==> src/rtl/gpio16_pkg.sv <==
`timescale 1ns/1ps
package gpio16_pkg;

    // Byte offsets decoded by the register file
    localparam int unsigned OFF_LEVEL = 'h00;
    localparam int unsigned OFF_DRIVE = 'h04;
    localparam int unsigned OFF_DIR   = 'h08;
    localparam int unsigned OFF_POL   = 'h0C;
    localparam int unsigned OFF_MASK  = 'h10;
    localparam int unsigned OFF_FLAG  = 'h14;

    typedef enum logic [2:0] {
        RSEL_NONE,
        RSEL_LEVEL,
        RSEL_DRIVE,
        RSEL_DIR,
        RSEL_POL,
        RSEL_MASK,
        RSEL_FLAG
    } rsel_e;

    typedef enum logic {
        IRQ_QUIET,
        IRQ_FLAGGED
    } irq_state_e;

endpackage

==> src/rtl/gpio16_sync.sv <==
`timescale 1ns/1ps
module gpio16_sync #(
    parameter int W      = 16,
    parameter int STAGES = 2
) (
    input  logic         clk,
    input  logic         rst_n,
    input  logic [W-1:0] raw_i,
    output logic [W-1:0] sync_o,
    output logic [W-1:0] prev_o
);

    logic [W-1:0] chain [STAGES];

    always_ff @(posedge clk or negedge rst_n) begin
        if (!rst_n) begin
            chain[0] <= '0;
        end else begin
            chain[0] <= raw_i;
        end
    end

    for (genvar gs = 1; gs < STAGES; gs++) begin : g_stage
        always_ff @(posedge clk or negedge rst_n) begin
            if (!rst_n) begin
                chain[gs] <= '0;
            end else begin
                chain[gs] <= chain[gs-1];
            end
        end
    end

    always_ff @(posedge clk or negedge rst_n) begin
        if (!rst_n) begin
            prev_o <= '0;
        end else begin
            prev_o <= chain[STAGES-1];
        end
    end

    assign sync_o = chain[STAGES-1];

endmodule

==> src/rtl/gpio16_edge.sv <==
`timescale 1ns/1ps
module gpio16_edge #(
    parameter int W = 16
) (
    input  logic [W-1:0] cur_i,
    input  logic [W-1:0] prev_i,
    input  logic [W-1:0] pol_i,
    input  logic [W-1:0] dir_i,
    input  logic [W-1:0] mask_i,
    output logic [W-1:0] hit_o
);

    for (genvar gp = 0; gp < W; gp++) begin : g_pin
        logic rise;
        logic fall;
        logic seen;
        assign rise = cur_i[gp] & ~prev_i[gp];
        assign fall = ~cur_i[gp] & prev_i[gp];
        assign seen = pol_i[gp] ? rise : fall;
        assign hit_o[gp] = seen & dir_i[gp] & ~mask_i[gp];
    end

endmodule

==> src/rtl/gpio16_regs.sv <==
`timescale 1ns/1ps
module gpio16_regs
    import gpio16_pkg::*;
#(
    parameter int W      = 16,
    parameter int ADDR_W = 8
) (
    input  logic              clk,
    input  logic              rst_n,
    input  logic              bus_sel,
    input  logic              bus_wr,
    input  logic              bus_full,
    input  logic [ADDR_W-1:0] bus_addr,
    input  logic [W-1:0]      bus_wdata,
    output logic [W-1:0]      bus_rdata,
    input  logic [W-1:0]      level_i,
    input  logic [W-1:0]      hit_i,
    output logic [W-1:0]      drive_o,
    output logic [W-1:0]      dir_o,
    output logic [W-1:0]      pol_o,
    output logic [W-1:0]      mask_o,
    output logic [W-1:0]      flag_o,
    output logic [W-1:0]      flag_next_o
);

    rsel_e        rsel;
    logic         acc_ok;
    logic         do_wr;
    logic         do_rd;
    logic [W-1:0] drive_q, dir_q, pol_q, mask_q, flag_q, flag_d;
    logic [W-1:0] clr_vec;

    always_comb begin
        rsel = RSEL_NONE;
        if      (bus_addr == ADDR_W'(OFF_LEVEL)) rsel = RSEL_LEVEL;
        else if (bus_addr == ADDR_W'(OFF_DRIVE)) rsel = RSEL_DRIVE;
        else if (bus_addr == ADDR_W'(OFF_DIR))   rsel = RSEL_DIR;
        else if (bus_addr == ADDR_W'(OFF_POL))   rsel = RSEL_POL;
        else if (bus_addr == ADDR_W'(OFF_MASK))  rsel = RSEL_MASK;
        else if (bus_addr == ADDR_W'(OFF_FLAG))  rsel = RSEL_FLAG;
    end

    assign acc_ok = bus_sel & bus_full;
    assign do_wr  = acc_ok & bus_wr;
    assign do_rd  = acc_ok & ~bus_wr;

    assign clr_vec = (do_wr && rsel == RSEL_FLAG) ? bus_wdata : '0;
    assign flag_d  = (flag_q & ~clr_vec) | hit_i;

    always_ff @(posedge clk or negedge rst_n) begin
        if (!rst_n) begin
            drive_q <= '1;
            dir_q   <= '1;
            pol_q   <= '1;
            mask_q  <= '1;
            flag_q  <= '0;
        end else begin
            if (do_wr) begin
                unique case (rsel)
                    RSEL_DRIVE: drive_q <= bus_wdata;
                    RSEL_DIR:   dir_q   <= bus_wdata;
                    RSEL_POL:   pol_q   <= bus_wdata;
                    RSEL_MASK:  mask_q  <= bus_wdata;
                    default:    ;
                endcase
            end
            flag_q <= flag_d;
        end
    end

    always_comb begin
        bus_rdata = '0;
        if (do_rd) begin
            unique case (rsel)
                RSEL_LEVEL: bus_rdata = level_i;
                RSEL_DRIVE: bus_rdata = drive_q;
                RSEL_DIR:   bus_rdata = dir_q;
                RSEL_POL:   bus_rdata = pol_q;
                RSEL_MASK:  bus_rdata = mask_q;
                RSEL_FLAG:  bus_rdata = flag_q;
                default:    bus_rdata = '0;
            endcase
        end
    end

    assign drive_o     = drive_q;
    assign dir_o       = dir_q;
    assign pol_o       = pol_q;
    assign mask_o      = mask_q;
    assign flag_o      = flag_q;
    assign flag_next_o = flag_d;

    // a newly set flag bit needs an unmasked input pin in the cycle before
    p_flag_needs_input_r5: assert property (@(posedge clk) disable iff (!rst_n)
        ((flag_q & ~$past(flag_q)) & ~$past(dir_q & ~mask_q)) == '0);

    // a flag bit falls only where a one was written to the flag register
    p_clear_only_ones_r6: assert property (@(posedge clk) disable iff (!rst_n)
        ((~flag_q & $past(flag_q)) & ~$past(clr_vec)) == '0);

    // a narrow write leaves the configuration untouched
    p_narrow_write_ignored_r8: assert property (@(posedge clk) disable iff (!rst_n)
        (bus_sel && bus_wr && !bus_full) |=>
            ($stable(drive_q) && $stable(dir_q) && $stable(pol_q) && $stable(mask_q)));

    // a write to an unmapped offset leaves the configuration untouched
    p_unmapped_write_ignored_r9: assert property (@(posedge clk) disable iff (!rst_n)
        (bus_sel && bus_wr && rsel == RSEL_NONE) |=>
            ($stable(drive_q) && $stable(dir_q) && $stable(pol_q) && $stable(mask_q)));

endmodule

==> src/rtl/gpio16_port.sv <==
`timescale 1ns/1ps
module gpio16_port
    import gpio16_pkg::*;
#(
    parameter int W           = 16,
    parameter int ADDR_W      = 8,
    parameter int SYNC_STAGES = 2
) (
    input  logic              clk,
    input  logic              rst_n,
    input  logic              bus_sel,
    input  logic              bus_wr,
    input  logic              bus_full,
    input  logic [ADDR_W-1:0] bus_addr,
    input  logic [W-1:0]      bus_wdata,
    output logic [W-1:0]      bus_rdata,
    input  logic [W-1:0]      pin_in,
    output logic [W-1:0]      pin_out,
    output logic [W-1:0]      pin_oe,
    output logic              irq
);

    logic [W-1:0] level, level_prev, hit;
    logic [W-1:0] drive, dir, pol, mask, flag, flag_next;
    irq_state_e   st_q, st_d;

    gpio16_sync #(.W(W), .STAGES(SYNC_STAGES)) u_sync (
        .clk    (clk),
        .rst_n  (rst_n),
        .raw_i  (pin_in),
        .sync_o (level),
        .prev_o (level_prev)
    );

    gpio16_edge #(.W(W)) u_edge (
        .cur_i  (level),
        .prev_i (level_prev),
        .pol_i  (pol),
        .dir_i  (dir),
        .mask_i (mask),
        .hit_o  (hit)
    );

    gpio16_regs #(.W(W), .ADDR_W(ADDR_W)) u_regs (
        .clk         (clk),
        .rst_n       (rst_n),
        .bus_sel     (bus_sel),
        .bus_wr      (bus_wr),
        .bus_full    (bus_full),
        .bus_addr    (bus_addr),
        .bus_wdata   (bus_wdata),
        .bus_rdata   (bus_rdata),
        .level_i     (level),
        .hit_i       (hit),
        .drive_o     (drive),
        .dir_o       (dir),
        .pol_o       (pol),
        .mask_o      (mask),
        .flag_o      (flag),
        .flag_next_o (flag_next)
    );

    assign pin_oe  = ~dir;
    assign pin_out = drive & ~dir;

    // Interrupt state register
    always_ff @(posedge clk or negedge rst_n) begin
        if (!rst_n) begin
            st_q <= IRQ_QUIET;
        end else begin
            st_q <= st_d;
        end
    end

    // Next-state logic
    always_comb begin
        st_d = st_q;
        unique case (st_q)
            IRQ_QUIET:   if (flag_next != '0) st_d = IRQ_FLAGGED;
            IRQ_FLAGGED: if (flag_next == '0) st_d = IRQ_QUIET;
            default:     st_d = IRQ_QUIET;
        endcase
    end

    // Output logic
    always_comb begin
        irq = (st_q == IRQ_FLAGGED);
    end

    // the interrupt state agrees with the flag register
    p_irq_tracks_flags_r7: assert property (@(posedge clk) disable iff (!rst_n)
        irq == (flag != '0));

    // a full direction write shows on the enables at the next edge
    p_oe_after_dir_write_r3: assert property (@(posedge clk) disable iff (!rst_n)
        (bus_sel && bus_wr && bus_full && bus_addr == ADDR_W'(OFF_DIR)) |=>
            (pin_oe == ~$past(bus_wdata)));

endmodule

==> config.mk <==
export PLATFORM = sky130hd
export DESIGN_NAME = gpio16_port
export DESIGN_NICKNAME = d
export VERILOG_FILES = /design/src/rtl/gpio16_pkg.sv /design/src/rtl/gpio16_sync.sv /design/src/rtl/gpio16_edge.sv /design/src/rtl/gpio16_regs.sv /design/src/rtl/gpio16_port.sv
export SDC_FILE = /design/constraint.sdc
export NUM_CORES = 1
export LEC_CHECK = 0
export BUFFER_PORTS_ARGS = -buffer_cell sky130_fd_sc_hd__buf_2
export CORE_MARGIN = 3
export CORE_UTILIZATION = 39
export CTS_CLUSTER_SIZE = 25
export DETAILED_ROUTE_END_ITERATION = 6
export PLACE_DENSITY = 0.65
export SLEW_MARGIN = 20
export SYNTH_ARGS = -nofsm -noshare
export SYNTH_HDL_FRONTEND = slang
export SYNTH_SLANG_ARGS = --single-unit
==> constraint.sdc <==
create_clock -name clk -period 1.8 [get_ports clk]
set_clock_uncertainty 0.2 [all_clocks]
set_input_delay 0.18 -clock clk [delete_from_list [all_inputs] [get_ports clk]]
set_output_delay 0.18 -clock clk [all_outputs]
set_load 0.05 [all_outputs]
# After elaboration in Yosys (flattened, before gate mapping)

Cells that the tools add are included.

Register bits: 129
Input bits: 45
Logic and storage cells: 178

Equality and inequality tests: 11
Muxes and demuxes: 28
Bitwise operators: 122
Reduce and logical (&&, ||, !) cells: 8

Operators with widths:

| operator                                            | number |
|---|---|
| case mux 16 bit (6 select lines)                    | 1 |
| bitwise AND 1 bit                                   | 67 |
| inverter 1 bit                                      | 50 |
| bitwise AND 16 bit                                  | 2 |
| 2-to-1 mux 16 bit                                   | 2 |
| inverter 16 bit                                     | 2 |
| 2-to-1 mux 1 bit                                    | 18 |
| 2-to-1 mux 3 bit                                    | 6 |
| equality test 8 x 4 -> 1 bit, second input constant | 2 |
| equality test 8 x 5 -> 1 bit, second input constant | 2 |
| logical NOT 16 bit                                  | 1 |
| bitwise OR 16 bit                                   | 1 |
| nonzero test 16 bit                                 | 1 |
| equality test 3 bit, second input constant          | 3 |
| equality test 8 x 3 -> 1 bit, second input constant | 1 |
| logical NOT 8 bit                                   | 1 |
| AND reduction 2 bit                                 | 4 |
| equality test 3 x 2 -> 1 bit, second input constant | 2 |
| equality test 3 x 1 -> 1 bit, second input constant | 1 |
| case mux 1 bit (2 select lines)                     | 1 |
| logical AND 1 bit                                   | 1 |

# Longest topological paths before layout

Gate-level depths: netlist (run 1).

Depth after elaboration: 16
Gate-level depth with buffers: 8
Depth with buffers taken out: 5

# Hierarchy

A second synthesis (run 1) with hierarchy kept.

Cell total of the unflattened synthesis: 488
Area, all modules: 6088.3 um2

Modules (own cells, without submodules):

| module      | instances | cells an instance | area each (um2) |
|---|---|---|---|
| gpio16_regs | 1         | 322               | 4110.2 |
| gpio16_sync | 1         | 64                | 1321.3 |
| gpio16_edge | 1         | 64                | 440.4 |
| gpio16_port | 1         | 38                | 216.5 |

# Worst setup path after synthesis (run 1)

OpenSTA, ideal clock, no wires.

Path type: input to output
Start: input port bus_addr[4]
End: output port bus_rdata[10]
Arrival time: 2057 ps
Data required time: 1420 ps
Slack: -637 ps
Stages on the path: 7
Buffers on the path: 2
Cells stage by stage: buf_4 > nor4b_4 > and2_1 > buf_2 > o2bb2ai_1 > a221oi_1 > a21oi_1

Word-level cells in the longest chain between the ends: 10
Elaborated cells on any way between the ends: 20

Ends and longest elaborated chain:

| what                                        | RTL line          | RTL |
|---|---|---|
| from (decl)                                 | gpio16_port.sv:14 | `input logic [ADDR_W-1:0] bus_addr,` |
| equality test 8 x 5 -> 1 bit                | gpio16_regs.sv:40 | `else if (bus_addr == ADDR_W'(OFF_FLAG)) rsel = RSEL_FLAG;` |
| 2-to-1 mux 3 bit                            | gpio16_regs.sv:40 |  |
| 2-to-1 mux 3 bit                            | gpio16_regs.sv:39 | `else if (bus_addr == ADDR_W'(OFF_MASK)) rsel = RSEL_MASK;` |
| 2-to-1 mux 3 bit                            | gpio16_regs.sv:38 | `else if (bus_addr == ADDR_W'(OFF_POL)) rsel = RSEL_POL;` |
| 2-to-1 mux 3 bit                            | gpio16_regs.sv:37 | `else if (bus_addr == ADDR_W'(OFF_DIR)) rsel = RSEL_DIR;` |
| 2-to-1 mux 3 bit                            | gpio16_regs.sv:36 | `else if (bus_addr == ADDR_W'(OFF_DRIVE)) rsel = RSEL_DRIVE;` |
| 2-to-1 mux 3 bit *                          | gpio16_regs.sv:35 | `if (bus_addr == ADDR_W'(OFF_LEVEL)) rsel = RSEL_LEVEL;` |
| equality test 3 bit (tied with other cells) | gpio16_regs.sv:74 | `unique case (rsel)` |
| case mux 16 bit (6 select lines) *          | gpio16_regs.sv:74 |  |
| 2-to-1 mux 16 bit *                         | gpio16_regs.sv:73 | `if (do_rd) begin` |
| to (decl)                                   | gpio16_port.sv:16 | `output logic [W-1:0] bus_rdata,` |

Mark *: on every way between the ends. The rest lies on a longest branch, timed or not.

# Worst setup path in the final report (run 1)

Start: register u_regs.flag_q[0] (netlist: u_regs.flag_o[0])
End: output port bus_rdata[0]

Word-level cells in the longest chain between the ends: 2

Ends and longest elaborated chain:

| what                             | RTL line          | RTL |
|---|---|---|
| from (decl)                      | gpio16_regs.sv:30 | `logic [W-1:0] drive_q, dir_q, pol_q, mask_q, flag_q, flag_d;` |
| from (signal assigned)           | gpio16_regs.sv:67 | `flag_q <= flag_d;` |
| case mux 16 bit (6 select lines) | gpio16_regs.sv:74 |  |
| 2-to-1 mux 16 bit                | gpio16_regs.sv:73 |  |

Every way passes these cells.

==> out/qor.csv, run 1 <==
stage,metric,value,unit
timing,rsz0062_at_grt,true,
synth,ys.flop_type,dfrtp_1,
worst_setup_path,path_class,register to primary output,
drt,vias_per_cell,5.40,
synth,synth_most_common_cell,dfrtp_1,
clocking,cts_buffer_depth,2,
worst_setup_path,worst_ep_required_time,1.42,ns
clocking,numCtsBuffers,17,
worst_setup_path,reg2reg_from,u_sync.sync_o[14],
power,p_seq_frac,0.439,
die,start_util,0.402,
layout,nFillCells,1088,
synth,syn_inst,433,
synth,synth_area,0.00586,mm²
global_routing,grt_pass1_wl,25600,µm
min_path,hp-start,bus_addr[7],
layout,utilization,0.603,
timing,slew_headroom,0.585,
die,core-area,0.0146,mm²
synth,ys_seq_area_frac,0.565,
die,num_rows,44,
run_status,status,"complete, but fails checks",
timing,tightestPinTransition,0.623,ns
global_routing,grt_pass1_vias,4863,
power,clock_power_share,0.469,
worst_setup_path,cp_max_fo,2,
power,power.total,7130,µW
timing,holdWs,0.0981,ns
place,io_buffers,93,
power,cell_internal_pwr,5510,µW
die,floorplan.die_area,0.0165,mm²
synth,synth_area_leaders,"dfstp_2 29%, dfrtp_1 28%, mux2_4 7.7%",
synth,syn-num-nets,478,
layout,multiInputGateArea,0.00285,mm²
synth,ys_warn_count,0,
power,switching_share,0.228,
die,fp.dieW,129,µm
global_routing,grt_start_max_net_pins,80,
synth,synth_edf_count,0,
drt,drtPass1Iterations,5,
synth,ys_types,39,
clocking,worstSkewPairLatency,0.41,ns
timing,setup_viol,16,
layout,area_growth,50.1,%
worst_setup_path,end_kind,primary output,
place,dpl-instance-area,0.00711,mm²
global_routing,antenna_found_initial,0,
layout,seq_area,0.00331,mm²
timing,fmax,462,MHz
timing,slew_viol_final,0,
clocking,clk_pin_slew,0.06,ns
worst_setup_path,worstPathArrival,1.79,ns
min_path,hp-class,input port to register,
synth,ys_async_sr_fraction,1.00,
synth,synth_top_area_frac,0.287,
layout,nets,682,
timing,hold_viol,0,
drt,drtIter0Drc,333,
clocking,h-tree-depth,4,
worst_setup_path,crit_start,u_regs.flag_o[0],
die,die_y,129,µm
clocking,clockRootBuffer,clkbuf_16,
global_routing,grt_use_total,0.202,
run_status,violations,setup timing,
clocking,clock_sinks,129,
clocking,cts_tree,built,
power,p_comb_frac,0.092,
synth,synthTopCellsByCount,"65 x dfrtp_1, 64 x dfstp_2, 30 x mux2_4",
timing,fin_ws,-0.366,ns
drt,routed_wl,16700,µm
place,hpwl,11100,µm
timing,fin_crit,2.17,ns
layout,design_area,0.00879,mm²
layout,final_layout_size_suffix_gt1_frac,0.602,
drt,antenna_left,0,
power,power.switching,1630,µW
synth,synth_top_cell_by_area,dfstp_2,
power,powerDensity,811,mW/mm²
place,pre_cts_ws,-0.451,ns
global_routing,overflow,0,
synth,ys_seq_elements,129,
drt,wire_per_inst,20.1,µm
run,maxCapViolCount,0,
synth,syn_avg_cell_area,13.5,µm²
layout,diodes,0,
die,io_pins,94,
drt,vias,4504,
drt,drc_errors,0,
power,peakVddDrop,681,µV
place,gp_congestion,0.855,
power,leakagePower,0.00376,µW
worst_setup_path,crit_path_start_kind,register,
timing,fin_crit_sh,1.20,
routing by layer:
metal	wire, µm	part of all wire	GRT usage
met5	0	0	0
met2	8370	0.50	0.338
met4	250	0.015	0.0723
met1	7300	0.44	0.257
met3	807	0.048	0.0469
worst paths after layout:
| path | to | slack [ns] | cells after the start |
|---|---|---|---|
| min | u_regs.flag_o[13] | 0.1 | 4 |
| max reg2reg | irq | 0.04 | 7 |
| min in group asynchronous | u_sync.prev_o[2] | 0.14 | 3 |
| max in group asynchronous | u_sync.chain[24] | 0.72 | 3 |
| max | bus_rdata[0] | -0.37 | 4 |
| min reg2reg | u_sync.sync_o[2] | 0.15 | 0 |
placed cells by master (no fill, tap or decap), types with 4 or more instances in the layout:
master	synthesis	layout
dfrtp_1	65	65
dfstp_2	64	64
buf_2	5	63
buf_4	2	48
dlygate4sd3_1	0	34
buf_6	7	33
mux2_4	30	30
nand4_1	18	18
inv_1	19	18
mux2_2	18	18
clkbuf_16	0	18
nand3b_1	16	16
a21o_1	16	16
mux2_1	16	16
nor2b_1	16	15
or3b_2	16	13
a21oi_4	0	13
a211oi_2	0	12
nand2_1	16	12
mux2i_1	12	10
buf_12	1	10
a222oi_1	9	9
clkbuf_8	0	7
nor2_1	8	6
buf_8	0	6
clkbuf_4	0	6
a211oi_1	17	5
nand2_2	1	5
nor2_4	2	4
a22o_1	4	4
a31oi_4	0	4
a221oi_2	0	4
o2bb2ai_1	7	4
clkbuf_1	1	4
per-stage QoR:
step                setup TNS, ns  instances
finish                      -4.45        834
global placement           -21.07        740
global route                -5.68        834
detailed placement         -23.37        740
CTS                         -3.93        822
floorplan                   -1.00        433
final cells by class:
cell class,count,share of cell area
multi-input cells,269,0.324
inverters,19,0.00811
repair buffers,201,0.199
clock buffers,28,0.0611
well taps,184,0.0262
flip-flops and latches,129,0.376
clock inverters,4,0.00541
power by group through the flow:
stage               sequential (µW)  combinational [µW]  clock [µW]
floorplan                      3180                 229           0
global placement               3160                 511           0
detailed placement             3170                 522           0
CTS                            3120                 614        3410
global route                   3140                 699        3530
finish                         3130                 655        3350
sequential cells by signal (all words and copies together) (netlist names):
name,flops
u_regs.mask_o,16
u_regs.flag_o,16
u_sync.chain,16
u_sync.prev_o,16
u_sync.sync_o,16
irq,1
u_regs.pol_o,16
u_regs.drive_o,16
u_regs.dir_o,16
cell families (layout without fill, tap and decap cells):
kind of cell / count (synthesis) / after routing / share of synthesized area
compound gates: 81 / 81 / 0.103
buf+inv: 36 / 252 / 0.0372
flops: 129 / 129 / 0.565
mux: 76 / 76 / 0.163
simple gates: 111 / 112 / 0.132
repair_timing:
item	in CTS	in global routing
hold endpoints to repair	199	0
resized for setup	81	43
cloned	1	1
endpoints found under the setup margin	20	22
hold buffers	34	0
buffers inserted	15	14
pin swaps	26	35
worst max-delay path, stage by stage, from the launching register on:
cell,delay (ns)
dfrtp_1,0.37
a22o_1,0.22
a222oi_1,0.43
a31oi_4,0.17
buf_6,0.18
Power figures use the tool's default switching activity.
==> inputs of run 2 (changes only) <==
--- a/config.mk
+++ b/config.mk
@@ -7,10 +7,10 @@
 export LEC_CHECK = 0
 export BUFFER_PORTS_ARGS = -buffer_cell sky130_fd_sc_hd__buf_2
 export CORE_MARGIN = 3
-export CORE_UTILIZATION = 39
+export CORE_UTILIZATION = 35
 export CTS_CLUSTER_SIZE = 25
 export DETAILED_ROUTE_END_ITERATION = 6
-export PLACE_DENSITY = 0.65
+export PLACE_DENSITY = 0.58
 export SLEW_MARGIN = 20
 export SYNTH_ARGS = -nofsm -noshare
 export SYNTH_HDL_FRONTEND = slang
==> constraint.sdc (replaced) <==
create_clock -name clk -period 2.2 [get_ports clk]
set_clock_uncertainty 0.2 [all_clocks]
set_input_delay 0.22 -clock clk [delete_from_list [all_inputs] [get_ports clk]]
set_output_delay 0.22 -clock clk [all_outputs]
set_load 0.05 [all_outputs]
==> out/qor.csv, run 2 (synthesis gave the netlist of run 1 again) <==
stage,metric,value,unit
drt,antenna_left,0,
die,die_y,135,µm
place,pre_cts_ws,-0.176,ns
worst_setup_path,cp_max_fo,6,
worst_setup_path,end_kind,primary output,
layout,final_layout_size_suffix_gt1_frac,0.536,
drt,wire_per_inst,19.3,µm
timing,slew_headroom,0.610,
die,fp.dieW,135,µm
die,core-area,0.0161,mm²
drt,drtPass1Iterations,6,
timing,hold_viol,0,
timing,tightestPinTransition,0.585,ns
timing,slew_viol_final,0,
timing,holdWs,0.147,ns
place,hpwl,11400,µm
timing,fin_crit_sh,0.993,
clocking,h-tree-depth,4,
timing,fin_crit,2.18,ns
worst_setup_path,worst_ep_required_time,1.78,ns
layout,final_cell_mix,"71 x buf_2, 65 x dfrtp_1, 64 x dfstp_2",
clocking,clk_pin_slew,0.05,ns
layout,diodes,0,
timing,fmax,458,MHz
place,io_buffers,93,
worst_setup_path,path_class,input port to primary output,
place,gp_congestion,0.786,
global_routing,grt_pass1_vias,4631,
run_status,status,finished clean,
die,num_rows,46,
timing,setup_viol,0,
layout,nets,664,
clocking,clockRootBuffer,clkbuf_16,
layout,nFillCells,1456,
min_path,hp-class,input port to async pin,
global_routing,grt_pass1_wl,25800,µm
layout,final_common_cell,buf_2,
timing,fin_ws,0.0157,ns
clocking,clock_sinks,129,
drt,vias,4389,
power,powerDensity,703,mW/mm²
worst_setup_path,worstPathArrival,1.76,ns
global_routing,grt_use_total,0.187,
run,maxCapViolCount,0,
clocking,worstSkewPairLatency,0.42,ns
drt,drtIter0Drc,254,
power,peakVddDrop,513,µV
drt,drc_errors,0,
die,io_pins,94,
global_routing,overflow,0,
timing,rsz0062_at_grt,true,
global_routing,antenna_found_initial,0,
die,start_util,0.364,
clocking,cts_tree,built,
drt,routed_wl,16300,µm
layout,area_growth,38.6,%
clocking,cts_buffer_depth,2,
drt,vias_per_cell,5.18,
clocking,numCtsBuffers,17,
die,floorplan.die_area,0.0183,mm²
power,leakagePower,0.00359,µW
power,power.total,5710,µW
global_routing,grt_start_max_net_pins,43,
worst_setup_path,crit_path_start_kind,input port,
[run 2: worst paths after layout]
check	start	to	slack, ns	depth (start not counted)
max	bus_addr[6]	bus_rdata[3]	0.02	9
min	rst_n	u_sync.sync_o[11]	0.15	2
max reg2reg	u_sync.sync_o[14]	irq	0.23	7
min reg2reg	u_sync.chain[22]	u_sync.sync_o[6]	0.15	0
max in group asynchronous	rst_n	u_regs.dir_o[6]	0.91	3
min in group clk	u_sync.chain[22]	u_sync.sync_o[6]	0.15	0
[run 2: final cells by class]
cell class / count / area, µm² / area share
clock buffer: 19 / 453 / 0.0558
clock inverter: 12 / 110 / 0.0136
inverter: 19 / 71.3 / 0.00879
multi-input combinational: 268 / 2460 / 0.303
sequential: 129 / 3310 / 0.408
tap: 216 / 270 / 0.0333
timing repair buffer: 184 / 1440 / 0.178
[run 2: power breakdown]
group | internal (µW) | switching [µW] | total, µW
logic | 222 | 263 | 485
registers | 2490 | 65.0 | 2560
clock network | 1610 | 1060 | 2660
[run 2: worst max-delay path: stages]
cell,delay (ns)
buf_8,0.10
nor3_4,0.20
buf_6,0.15
nand4_4,0.10
nor2_4,0.26
buf_6,0.16
a222oi_1,0.06
a21oi_1,0.24
buf_4,0.25
[run 2: routing by layer]
metal | track usage | routed length (µm) | vias up
met5 | 0 | 0 | -
met4 | 0.0554 | 304 | 0
met3 | 0.0490 | 731 | 23
met2 | 0.302 | 7950 | 123
met1 | 0.248 | 7330 | 2257
li1 | - | - | 1986
[run 2: through the flow]
stage | utilization | area [µm²] | std cells | TNS (ns)
floorplan | - | 5930 | 433 | -1.65
global placement | 0.433 | 6980 | 773 | -1.90
detailed placement | 0.433 | 6980 | 773 | -3.51
CTS | 0.495 | 7970 | 838 | -0.00439
global route | 0.504 | 8120 | 847 | -0.197
finish | 0.504 | 8120 | 847 | 0
[run 2: what timing repair did]
item | CTS | global route
hold buffers | 33 | 0
setup endpoints to repair | 16 | 16
pin swaps | 7 | 14
setup buffers | 1 | 9
endpoints found under the hold margin | 132 | 0
resized for setup | 27 | 21
cloned | 0 | 0
